[src/rtl/lockwd_pkg.sv]
package lockwd_pkg;

  // Power state seen by the watchdog, decoded from the status inputs.
  typedef enum logic [1:0] {
    PW_RUN  = 2'd0,
    PW_IDLE = 2'd1,
    PW_DOWN = 2'd2
  } pwr_e;

  function automatic pwr_e pwr_decode(input logic idle, input logic pdown);
    if (pdown)     return PW_DOWN;
    else if (idle) return PW_IDLE;
    else           return PW_RUN;
  endfunction

endpackage

[src/rtl/lockwd_key.sv]
// Key sequence detector on the restart register and timeout field storage.
module lockwd_key #(
  parameter int            DW       = 8,
  parameter int            AW       = 2,
  parameter int            SEL_W    = 3,
  parameter logic [DW-1:0] KEY_A    = 8'h1E,
  parameter logic [DW-1:0] KEY_B    = 8'hE1,
  parameter logic [AW-1:0] RST_ADDR = 2'd0,
  parameter logic [AW-1:0] SEL_ADDR = 2'd1
) (
  input  logic             clk_i,
  input  logic             rst_ni,
  input  logic             srst_i,
  input  logic             wr_en_i,
  input  logic [AW-1:0]    wr_addr_i,
  input  logic [DW-1:0]    wr_data_i,
  output logic             unlock_o,
  output logic [SEL_W-1:0] sel_o
);

  logic             armed_q, armed_d, armed_ce;
  logic [SEL_W-1:0] sel_q, sel_d;
  logic             sel_ce;
  logic             rst_wr, sel_wr;

  always_comb begin
    rst_wr   = wr_en_i && (wr_addr_i == RST_ADDR);
    sel_wr   = wr_en_i && (wr_addr_i == SEL_ADDR);
    armed_ce = srst_i || rst_wr;
    sel_ce   = srst_i || sel_wr;
    armed_d  = armed_q;
    sel_d    = sel_q;
    if (srst_i) begin
      armed_d = 1'b0;
      sel_d   = '0;
    end else begin
      if (rst_wr) armed_d = (wr_data_i == KEY_A);
      if (sel_wr) sel_d   = wr_data_i[SEL_W-1:0];
    end
    unlock_o = !srst_i && rst_wr && armed_q && (wr_data_i == KEY_B);
  end

  always_ff @(posedge clk_i or negedge rst_ni) begin
    if (!rst_ni)       armed_q <= 1'b0;
    else if (armed_ce) armed_q <= armed_d;
  end

  always_ff @(posedge clk_i or negedge rst_ni) begin
    if (!rst_ni)     sel_q <= '0;
    else if (sel_ce) sel_q <= sel_d;
  end

  assign sel_o = sel_q;

endmodule

[src/rtl/lockwd_pwr.sv]
// Power-state tracking: the count may advance in run and idle, and is held
// from power-down entry until a wake indication is seen.
module lockwd_pwr
  import lockwd_pkg::*;
(
  input  logic clk_i,
  input  logic rst_ni,
  input  logic srst_i,
  input  logic idle_i,
  input  logic pdown_i,
  input  logic wake_i,
  output logic run_o
);

  pwr_e pstate;
  logic hold_q, hold_d, hold_ce;

  always_comb begin
    pstate  = pwr_decode(idle_i, pdown_i);
    hold_d  = hold_q;
    if (srst_i)                 hold_d = 1'b0;
    else if (pstate == PW_DOWN) hold_d = 1'b1;
    else if (wake_i)            hold_d = 1'b0;
    hold_ce = (hold_d != hold_q);
    run_o   = (pstate != PW_DOWN) && !hold_q;
  end

  always_ff @(posedge clk_i or negedge rst_ni) begin
    if (!rst_ni)      hold_q <= 1'b0;
    else if (hold_ce) hold_q <= hold_d;
  end

endmodule

[src/rtl/lockwd_count.sv]
// Enable latch, tick divider and period counter with expiry detection.
module lockwd_count #(
  parameter int BASE_MULT  = 6,
  parameter int BASE_SHIFT = 14,
  parameter int SEL_W      = 3,
  parameter int CNT_W      = 24
) (
  input  logic             clk_i,
  input  logic             rst_ni,
  input  logic             srst_i,
  input  logic             unlock_i,
  input  logic [SEL_W-1:0] sel_i,
  input  logic             div2_i,
  input  logic             run_i,
  output logic             en_o,
  output logic             expire_o
);

  logic             en_q, en_d;
  logic             ph_q, ph_d;
  logic [CNT_W-1:0] cnt_q, cnt_d;
  logic [SEL_W-1:0] sact_q, sact_d;
  logic [CNT_W-1:0] last;
  logic             tick, adv, ce;

  always_comb begin
    last     = (CNT_W'(BASE_MULT) << (BASE_SHIFT + int'(sact_q))) - CNT_W'(1);
    tick     = div2_i ? ph_q : 1'b1;
    adv      = en_q && run_i && tick;
    expire_o = adv && (cnt_q == last);
  end

  always_comb begin
    en_d   = en_q;
    ph_d   = ph_q;
    cnt_d  = cnt_q;
    sact_d = sact_q;
    if (srst_i) begin
      en_d   = 1'b0;
      ph_d   = 1'b0;
      cnt_d  = '0;
      sact_d = '0;
    end else if (unlock_i) begin
      en_d   = 1'b1;
      ph_d   = 1'b0;
      cnt_d  = '0;
      sact_d = sel_i;
    end else if (expire_o) begin
      en_d   = 1'b0;
      ph_d   = 1'b0;
      cnt_d  = '0;
    end else begin
      if (en_q && run_i) ph_d  = !ph_q;
      if (adv)           cnt_d = cnt_q + CNT_W'(1);
    end
    ce = srst_i || unlock_i || (en_q && run_i);
  end

  always_ff @(posedge clk_i or negedge rst_ni) begin
    if (!rst_ni) begin
      en_q   <= 1'b0;
      ph_q   <= 1'b0;
      cnt_q  <= '0;
      sact_q <= '0;
    end else if (ce) begin
      en_q   <= en_d;
      ph_q   <= ph_d;
      cnt_q  <= cnt_d;
      sact_q <= sact_d;
    end
  end

  assign en_o = en_q;

endmodule

[src/rtl/lockwd_pulse.sv]
// Fixed-length active-low reset pulse generator.
module lockwd_pulse #(
  parameter int PULSE_LEN = 96
) (
  input  logic clk_i,
  input  logic rst_ni,
  input  logic fire_i,
  output logic active_o,
  output logic rst_no
);

  localparam int PW = $clog2(PULSE_LEN + 1);

  logic [PW-1:0] left_q, left_d;
  logic          ce;

  always_comb begin
    active_o = (left_q != '0);
    left_d   = left_q;
    if (fire_i)        left_d = PW'(PULSE_LEN);
    else if (active_o) left_d = left_q - PW'(1);
    ce       = fire_i || active_o;
    rst_no   = !active_o;
  end

  always_ff @(posedge clk_i or negedge rst_ni) begin
    if (!rst_ni)  left_q <= '0;
    else if (ce)  left_q <= left_d;
  end

endmodule

[src/rtl/lockwd_top.sv]
module lockwd_top #(
  parameter int            DW         = 8,
  parameter int            AW         = 2,
  parameter int            SEL_W      = 3,
  parameter int            BASE_MULT  = 6,
  parameter int            BASE_SHIFT = 14,
  parameter int            PULSE_LEN  = 96,
  parameter logic [DW-1:0] KEY_A      = 8'h1E,
  parameter logic [DW-1:0] KEY_B      = 8'hE1,
  parameter logic [AW-1:0] RST_ADDR   = 2'd0,
  parameter logic [AW-1:0] SEL_ADDR   = 2'd1
) (
  input  logic          clk_i,
  input  logic          rst_ni,
  input  logic          wr_en_i,
  input  logic [AW-1:0] wr_addr_i,
  input  logic [DW-1:0] wr_data_i,
  input  logic          ckdiv2_i,
  input  logic          idle_i,
  input  logic          pdown_i,
  input  logic          wake_i,
  output logic          wdt_rst_no
);

  localparam int CNT_W = $clog2(BASE_MULT) + BASE_SHIFT + (1 << SEL_W) - 1;

  // Asynchronous assertion, synchronous release.
  logic [1:0] rsync_q;
  logic       rst_n_s;

  always_ff @(posedge clk_i or negedge rst_ni) begin
    if (!rst_ni) rsync_q <= '0;
    else         rsync_q <= {rsync_q[0], 1'b1};
  end
  assign rst_n_s = rsync_q[1];

  logic             pls_act;
  logic             unlock;
  logic [SEL_W-1:0] sel;
  logic             run;
  logic             en;
  logic             expire;

  lockwd_key #(
    .DW(DW), .AW(AW), .SEL_W(SEL_W),
    .KEY_A(KEY_A), .KEY_B(KEY_B),
    .RST_ADDR(RST_ADDR), .SEL_ADDR(SEL_ADDR)
  ) u_key (
    .clk_i     (clk_i),
    .rst_ni    (rst_n_s),
    .srst_i    (pls_act),
    .wr_en_i   (wr_en_i),
    .wr_addr_i (wr_addr_i),
    .wr_data_i (wr_data_i),
    .unlock_o  (unlock),
    .sel_o     (sel)
  );

  lockwd_pwr u_pwr (
    .clk_i   (clk_i),
    .rst_ni  (rst_n_s),
    .srst_i  (pls_act),
    .idle_i  (idle_i),
    .pdown_i (pdown_i),
    .wake_i  (wake_i),
    .run_o   (run)
  );

  lockwd_count #(
    .BASE_MULT(BASE_MULT), .BASE_SHIFT(BASE_SHIFT),
    .SEL_W(SEL_W), .CNT_W(CNT_W)
  ) u_count (
    .clk_i    (clk_i),
    .rst_ni   (rst_n_s),
    .srst_i   (pls_act),
    .unlock_i (unlock),
    .sel_i    (sel),
    .div2_i   (ckdiv2_i),
    .run_i    (run),
    .en_o     (en),
    .expire_o (expire)
  );

  lockwd_pulse #(
    .PULSE_LEN(PULSE_LEN)
  ) u_pulse (
    .clk_i    (clk_i),
    .rst_ni   (rst_n_s),
    .fire_i   (expire),
    .active_o (pls_act),
    .rst_no   (wdt_rst_no)
  );

endmodule

[config.mk]
export PLATFORM = sky130hd
export DESIGN_NAME = lockwd_top
export DESIGN_NICKNAME = d
export VERILOG_FILES = /design/src/rtl/lockwd_pkg.sv /design/src/rtl/lockwd_key.sv /design/src/rtl/lockwd_pwr.sv /design/src/rtl/lockwd_count.sv /design/src/rtl/lockwd_pulse.sv /design/src/rtl/lockwd_top.sv
export SDC_FILE = /design/constraint.sdc
export NUM_CORES = 1
export LEC_CHECK = 0
export BUFFER_PORTS_ARGS = -buffer_cell sky130_fd_sc_hd__buf_2
export CAP_MARGIN = 20
export CORE_ASPECT_RATIO = 0.5
export CORE_UTILIZATION = 55
export CTS_BUF_LIST = sky130_fd_sc_hd__clkbuf_8
export DETAILED_ROUTE_END_ITERATION = 12
export HOLD_SLACK_MARGIN = 0.05
export PLACE_DENSITY = 0.79
export REMOVE_ABC_BUFFERS = 1
export SLEW_MARGIN = 15
export SYNTH_ARGS = -nofsm -noshare
export SYNTH_HDL_FRONTEND = slang
export SYNTH_SLANG_ARGS = --single-unit
[constraint.sdc]
create_clock -name clk_i -period 3.7 [get_ports clk_i]
set_input_delay 0.74 -clock clk_i [delete_from_list [all_inputs] [get_ports clk_i]]
set_output_delay 0.74 -clock clk_i [all_outputs]
set_load 0.03 [all_outputs]
# After elaboration in Yosys (flattened, before gate mapping)
# Index checks and enable logic that the tools add are counted.
[word_totals]
reg_bits = 43
input_bits = 17
[classes]
n_reduce_logical = 33
eq_ne = 7
shifts = 1
muxes = 25
add_sub_neg = 4
[op_table]
columns = ["op", "count"]
rows = [
  ["two-way mux 24 bit", 4],
  ["<< shifter 3 x 32 -> 24 bit, first input constant", 1],
  ["adder 24 x 1 -> 24 bit, second input constant", 1],
  ["equality test 24 bit", 1],
  ["subtractor 24 x 2 -> 24 bit, second input constant", 1],
  ["two-way mux 1 bit", 14],
  ["two-way mux 7 bit", 2],
  ["AND reduction 2 bit", 7],
  ["two-way mux 3 bit", 4],
  ["logical AND 1 bit", 9],
  ["equality test 8 x 5 -> 1 bit, second input constant", 1],
  ["equality test 8 bit, second input constant", 1],
  ["nonzero test 2 bit", 4],
  ["nonzero test 4 bit", 2],
  ["nonzero test 7 bit", 1],
  ["subtractor 7 x 1 -> 7 bit, second input constant", 1],
  ["adder 4 x 3 -> 5 bit, first input constant", 1],
  ["logical OR 1 bit", 5],
  ["zero test 1 bit", 3],
  ["nonzero test 3 bit", 1],
  ["equality test 2 x 1 -> 1 bit, second input constant", 1],
  ["equality test 2 bit, second input constant", 1],
  ["zero test 2 bit", 1],
  ["two-way mux 2 bit", 1],
  ["2 further kinds", 2],
]

# Logic depth before layout (Yosys ltp)
# Gate-level depths: netlist of the first run.
[depth]
ltp_word = 10
mapped_depth = 16

# Modules after synthesis
# From an unflattened synthesis of the first run, not the netlist that was laid out.
[unflattened]
cells_unflattened = 332
area_unflattened_um2 = 2987.9
[modules_own_cells]
columns = ["module", "instances", "area_per_inst_um2", "cells_per_inst", "seq_area_each_um2"]
rows = [
  ["lockwd_count", 1, 2280.9, 265, 725.7],
  ["lockwd_pulse", 1, 374.1, 38, 175.2],
  ["lockwd_key", 1, 231.5, 21, 100.1],
  ["lockwd_top", 1, 53.8, 3, 50.0],
  ["lockwd_pwr", 1, 47.5, 5, 25.0],
]

# Worst setup path after synthesis of the first run
# No wires, ideal clock.
[synth_path]
path_type = "register to register"
start = "register u_count.sact_q[1]"
end = "register u_count.cnt_q[5]"
setup_time_ps = 119
path_slack_ps = 244
arrival_ps = 3337
required_time_ps = 3581
stages_incl_launch_ff = 16
path_cell_list = "dfrtp_1 -> inv_1 -> ha_1 -> buf_4 -> buf_6 -> nand2_1 -> nor2_1 -> a31oi_1 -> ha_1 -> xnor2_1 -> or4_4 -> nor4_4 -> nand4_2 -> o21bai_4 -> buf_6 -> nor2_2"
[synth_via]
elab_chain_len = 8
[synth_rtl]
columns = ["element", "line", "text"]
rows = [
  ["from (decl)", "lockwd_count.sv:22", "logic [SEL_W-1:0] sact_q, sact_d;"],
  ["from (signal assigned)", "lockwd_count.sv:69", "sact_q <= sact_d;"],
  ["adder 4 x 3 -> 5 bit (*)", "lockwd_count.sv:27", "last = (CNT_W'(BASE_MULT) << (BASE_SHIFT + int'(sact_q))) - CNT_W'(1);"],
  ["<< shifter 3 x 32 -> 24 bit (*)", "lockwd_count.sv:27", ""],
  ["subtractor 24 x 2 -> 24 bit (*)", "lockwd_count.sv:27", ""],
  ["equality test 24 bit (*)", "lockwd_count.sv:30", "expire_o = adv && (cnt_q == last);"],
  ["logical AND 1 bit (*)", "lockwd_count.sv:30", ""],
  ["two-way mux 24 bit", "lockwd_count.sv:48", "end else if (expire_o) begin"],
  ["two-way mux 24 bit", "lockwd_count.sv:43", "end else if (unlock_i) begin"],
  ["two-way mux 24 bit", "lockwd_count.sv:38", "if (srst_i) begin"],
  ["to (signal assigned)", "lockwd_count.sv:68", "cnt_q <= cnt_d;"],
  ["to (decl)", "lockwd_count.sv:21", "logic [CNT_W-1:0] cnt_q, cnt_d;"],
]
# Mark *: on every way between the ends. The rest lies on a longest branch, timed or not.
# A chain may end at the register's enable or synchronous reset.

# Worst setup path after layout of the first run
[layout_path]
start = "register u_count.sact_q[2]"
end = "register u_count.cnt_q[1]"
# Same word-level chain as after synthesis.

==> results.cfg, run 1 <==
[finish]
nets = 416
diodes = 0
area_growth_pct = 8.273
fill_cells = 468
utilization_pct = 63.34
final_layout_size_suffix_gt1_share_pct = 16.15

[worst_setup_path]
startpoint_type = register
timing.critical_path.cells = inv_1, ha_1, mux2_2, nand2_1, ha_1, xnor2_1, nand2_1, or4_4, nor4_4, nand4_4, o21bai_4, buf_12, o21ai_0
crit_slowest_cell = or4_4
cp_data_required_time_ps = 3890
critPathMaxStageDelay_ps = 550
critical_path.startpoint = u_count.sact_q[2]
critPathMaxFanout = 22
worstReg2RegStart = u_count.sact_q[2]
crit_path_end_kind = register
worstPathArrival_ps = 3670
path_class = register to register

[yosys]
synth_most_common_cell = dfrtp_1
netlist_top_cells_count = dfrtp_1 (43), nor2_1 (39), nand2_1 (32)
ys_ff_latch = 43
netlist_area_um2 = 3282
synth.avg_cell_area_um2 = 8.870
synth.area.top_cells = dfrtp_1 (33%), ha_1 (6.1%), xor2_1 (5.9%)
synth-main-ff-cell = dfrtp_1
synth_cells = 370
synthDistinctLibCells = 68
synth_edf_count = 0
seq_area_frac_synth_pct = 32.79
yosysWarnings = 0
synth_area_leader_cell = dfrtp_1
synth_top_area_share_pct = 32.79
synth_async_sr_flop_share_pct = 100.0

[clock_network]
clk_pin_slew_ps = 90
cts.sinks = 43
numCtsBuffers = 5
root_buffer = clkbuf_8
tritoncts = yes
insertion_delay_ps = 310
clk_path_buf_depth = 2
htreeDepth = 2
postCtsSetupBuffers = 0

[drt]
antenna_left = 0
wirelength_mm = 7.675
vias = 2810
wire_per_inst_um = 16.79
viasPerCell = 6.149
firstDrtPassIters = 4
drtIter0Drc = 199
drc = 0

[global_route]
grt_pass1_wl_mm = 13.20
gr-usage-all-layers_pct = 26.46
gr-total-overflow = 0
grt_antenna_before_repair = 0
grt_max_degree = 42
grt_pass1_vias = 2756
use_met1_pct = 35.96
use_met2_pct = 44.11
met3_usage_pct = 4.968
busiest_layer = met2

[placed_design]
place_hpwl_mm = 5.674
io_buffers = 16
gp_congestion = 0.9244
place_ws_ps = 174.9

[timing]
worst_slack_ps = 223.3
fin_crit_ps = 3477
fin_skew_ps = 6.755
rsz0062_at_grt = false
slew_violations = 0
hold_viol = 0
slew-limit-headroom_pct = 56.80
tightest_slew_ps = 642.1
hold_ws_ps = 203.1
min_period_over_period_pct = 93.97
fmax_mhz = 287.6
setup_viol = 0
fin_setup_tns_ps = 0

[hold_path]
hp-class = input port to async pin

[floorplan]
rows = 19
die_x_um = 111.2
die_area_um2 = 6299
core_area_um2 = 5610
start_util_pct = 58.50
io_pins = 18
chipHeight_um = 56.62

[pwr]
p_total_mw = 0.8930
ir_worst_vdd_mv = 0.2477
power.density_nw_per_um2 = 251.3
p_leak_nw = 1.431

[status]
status = finished, final reports clean

[job]
drv_cap = 0
sequential cells by signal, summed over array words and instances (netlist names):
signal and flops:
u_count.ph_q 1, u_pulse.left_q 7, u_key.sel_o 3, u_count.sact_q 3, rsync_q 2, u_count.cnt_q 24, u_key.armed_q 1, u_count.en_o 1
u_pwr.hold_q 1
critical path, delay by kind of cell, from the launching register on:
family	cells	cell delay, ps
adders and majority gates	2	580
AOI/OAI and AO/OA	2	310
xor gates and xnor gates	1	170
buffers and inverters	2	290
muxes	1	400
and+or+nand+nor	5	1270
DFF	1	350
routing by layer:
metal / up-vias / part of all wire (%)
li1: 1359 / -
met1: 1376 / 46
met2: 66 / 47
met3: 9 / 5.6
met4: 0 / 1.1
met5: - / 0
cell families (layout without fill, tap and decap cells):
logic type | Yosys count | count (layout) | share of synthesized area (%)
and+or+nand+nor | 173 | 173 | 30.88
AOI/OAI and AO/OA | 60 | 60 | 12.73
xor gates and xnor gates | 37 | 37 | 9.874
other | 1 | 1 | 0.1143
muxes | 10 | 10 | 3.126
DFF | 43 | 43 | 32.79
adders and majority gates | 16 | 16 | 6.100
buffers and inverters | 30 | 44 | 4.384
path summary, 6_finish.rpt:
kind / end / slack, ps / cells after the start
max in group asynchronous: u_count.cnt_q[13] / 3020 / 1
min in group clk_i: rsync_q[1] / 370 / 0
worst min-delay path: rsync_q[0] / 200 / 1
worst max register to register: u_count.cnt_q[1] / 220 / 13
worst max-delay path: u_count.cnt_q[1] / 220 / 13
worst min register to register: u_count.cnt_q[4] / 320 / 1
through the flow:
stage | cells | cell area [um2]
floorplan | 353 | 3187
global placement | 449 | 3423
detailed placement | 449 | 3423
CTS | 457 | 3545
global route | 457 | 3553
finish | 457 | 3553
placed cells by master (no fill, tap or decap), types with 5 or more instances in the layout:
master | Yosys | routed
xor2_1 | 22 | 22
xnor2_1 | 15 | 15
mux2i_1 | 8 | 8
nor2_1 | 39 | 39
dfrtp_1 | 43 | 43
buf_2 | 4 | 16
clkbuf_8 | 0 | 6
a21oi_1 | 17 | 17
or4_1 | 6 | 6
nand2_1 | 32 | 32
nor2_2 | 10 | 10
buf_4 | 1 | 6
inv_1 | 12 | 11
nand3_1 | 12 | 12
and3_1 | 8 | 8
o21ai_0 | 11 | 11
ha_1 | 16 | 16
nand4_1 | 14 | 14
a211oi_1 | 5 | 5
nor4_1 | 5 | 5
o211ai_1 | 6 | 6
repair_timing:
| action | 4_1_cts | 5_1_grt |
|---|---|---|
| setup endpoints to repair | 0 | 22 |
| hold buffers | 0 | 0 |
| resized for setup | 0 | 2 |
power breakdown:
| group | total, mW | internal (mW) | switching (mW) | leakage [nW] |
|---|---|---|---|---|
| Sequential | 0.471 | 0.471 | 0.000362 | 0.577 |
| Combinational | 0.0243 | 0.00922 | 0.0151 | 0.792 |
| Clock | 0.398 | 0.222 | 0.176 | 0.0618 |
cell type report:
cell class	count	area (um2)	share of cell area, %
multi-input combinational	297	2071	58.27
sequential	43	1076	30.28
timing repair buffer	23	145.1	4.084
tap	73	91.34	2.570
clock buffer	6	82.58	2.324
inverter	13	48.80	1.373
clock inverter	2	38.79	1.092
No activity file was read; power rests on OpenSTA's default activity.
==> run 2: changes to the inputs <==
--- a/config.mk
+++ b/config.mk
@@ -12,7 +12,7 @@
 export CTS_BUF_LIST = sky130_fd_sc_hd__clkbuf_8
 export DETAILED_ROUTE_END_ITERATION = 12
 export HOLD_SLACK_MARGIN = 0.05
-export PLACE_DENSITY = 0.79
+export PLACE_DENSITY = 0.73
 export REMOVE_ABC_BUFFERS = 1
 export SLEW_MARGIN = 15
 export SYNTH_ARGS = -nofsm -noshare
==> constraint.sdc (replaced) <==
create_clock -name clk_i -period 3.8 [get_ports clk_i]
set_input_delay 0.76 -clock clk_i [delete_from_list [all_inputs] [get_ports clk_i]]
set_output_delay 0.76 -clock clk_i [all_outputs]
set_load 0.03 [all_outputs]
==> results.cfg, run 2 (same netlist as run 1, synthesis figures left out) <==
[status]
status = finished, final reports clean

[global_route]
gr-usage-all-layers_pct = 25.86
grt_antenna_before_repair = 0
gr-total-overflow = 0
grt_max_degree = 42
grt_pass1_wl_mm = 12.79
grt_pass1_vias = 2680

[pwr]
internal-power_mw = 0.6651
netSwitchingFraction_pct = 21.34
clock_power_share_pct = 43.0
power.density_nw_per_um2 = 238.4
p_leak_nw = 1.422
p_total_mw = 0.8455
power.switching_mw = 0.1804
pwr-share-comb_pct = 2.8
ir_worst_vdd_mv = 0.1389
pwr-share-seq_pct = 54.2

[floorplan]
io_pins = 18
start_util_pct = 58.50
core_area_um2 = 5610
die_area_um2 = 6299
rows = 19
chipHeight_um = 56.62
die_x_um = 111.2

[job]
drv_cap = 0

[worst_setup_path]
startpoint_type = register
cp_data_required_time_ps = 3990
reg2reg_depth = 13
r2r_slack_ps = 290
path_class = register to register
r2r_end = u_count.cnt_q[1]
worstReg2RegStart = u_count.sact_q[1]
worstPathArrival_ps = 3690
critPathMaxFanout = 22
crit_path_end_kind = register

[clock_network]
tritoncts = yes
cts.sinks = 43
clk_pin_slew_ps = 90
insertion_delay_ps = 300
root_buffer = clkbuf_8
numCtsBuffers = 5
clk_path_buf_depth = 2
postCtsSetupBuffers = 0
htreeDepth = 2
postCtsHoldBufs = 0
cts_resized = 0

[timing]
fin_crit_ps = 3506
slew_violations = 0
min_period_over_period_pct = 92.26
tightest_slew_ps = 673.7
hold_ws_ps = 220.7
fin_skew_ps = 10.58
fin_setup_tns_ps = 0
slew-limit-headroom_pct = 54.67
rsz0062_at_grt = false
hold_viol = 0
setup_viol = 0
fmax_mhz = 285.2

[drt]
drtIter0Drc = 193
vias = 2724
firstDrtPassIters = 4
wire_per_inst_um = 16.32
wl_met1_mm = 3.709
drc = 0
wl_met2_mm = 3.355
wirelength_mm = 7.475
met3_length_um = 359
routed.top_layer = met4
antenna_left = 0
viasPerCell = 5.948

[placed_design]
io_buffers = 16
gp_congestion = 0.8675
place_hpwl_mm = 5.577
dp.cells = 450

[finish]
nets = 417
stdcell_count = 458
area_growth_pct = 8.044
diodes = 0
reg_top3 = u_count.cnt_q: 24 flops, u_pulse.left_q: 7 flops
fill_cells = 469
layout_common_cells = dfrtp_1 (43), nor2_1 (39), nand2_1 (32)
largest-register = u_count.cnt_q
final_common_cell = dfrtp_1
final_layout_size_suffix_gt1_share_pct = 16.10
largest_reg_flops = 24

[hold_path]
hp-class = input port to async pin
[run 2: changes by cell type in the layout (fill, tap and decap cells not counted), sizes merged]
cell and change:
buf +1, clkinvlp +1, clkbuf -1
[run 2: worst max path at each step]
stage / from / end / slack (ps) / cells after the start
3_3_place_gp: u_count.sact_q[1] / u_count.cnt_q[1] / 380 / 13
3_5_place_dp: u_count.sact_q[1] / u_count.cnt_q[1] / 320 / 13
4_1_cts: u_count.sact_q[1] / u_count.cnt_q[1] / 290 / 13
6_report: u_count.sact_q[1] / u_count.cnt_q[1] / 290 / 13
5_1_grt: u_count.sact_q[2] / u_count.cnt_q[1] / 60 / 13
2_1_floorplan: u_count.sact_q[1] / u_count.cnt_q[1] / -180 / 12
[run 2: metrics by stage]
step	util, %	worst slack (ps)	cell area (um2)
detailed placement	61.15	320.9	3431
CTS	63.20	292.8	3546
global route	63.20	55.22	3546
global placement	61.15	381.2	3431
finish	63.20	294.1	3546
floorplan	-	-180.5	3187
[run 2: final cells by class]
class / count / area, um2 / area share, %
clock buffers: 5 / 68.82 / 1.941
well taps: 73 / 91.34 / 2.576
inverters: 13 / 48.80 / 1.376
flip-flops and latches: 43 / 1076 / 30.35
clock inverters: 3 / 46.29 / 1.306
repair buffers: 24 / 152.6 / 4.305
multi-input cells: 297 / 2062 / 58.15
[run 2: power groups by stage]
stage               clock (mW)  combinational (mW)  sequential, mW
finish                   0.363              0.0237           0.458
detailed placement           0              0.0242           0.468
floorplan                    0             0.00425           0.474
global placement             0              0.0230           0.468
global route             0.391              0.0272           0.459
CTS                      0.374              0.0243           0.459
[run 2: critical path: stages (launching register included)]
cell      delay (ps)
dfrtp_1          380
inv_1            180
ha_1             280
mux2_2           320
nand2_1          110
ha_1             320
xnor2_1          160
nand2_1          100
or4_4            530
nor4_4           230
nand4_2          240
o21bai_4         230
buf_12           190
o21ai_0          100
[run 2: layer usage]
| metal | up-vias | global-route usage, % |
|---|---|---|
| met1 | 1314 | 36.45 |
| met4 | 0 | 5.985 |
| met2 | 55 | 41.96 |
| met5 | - | 0 |
| li1 | 1349 | - |
| met3 | 6 | 4.320 |
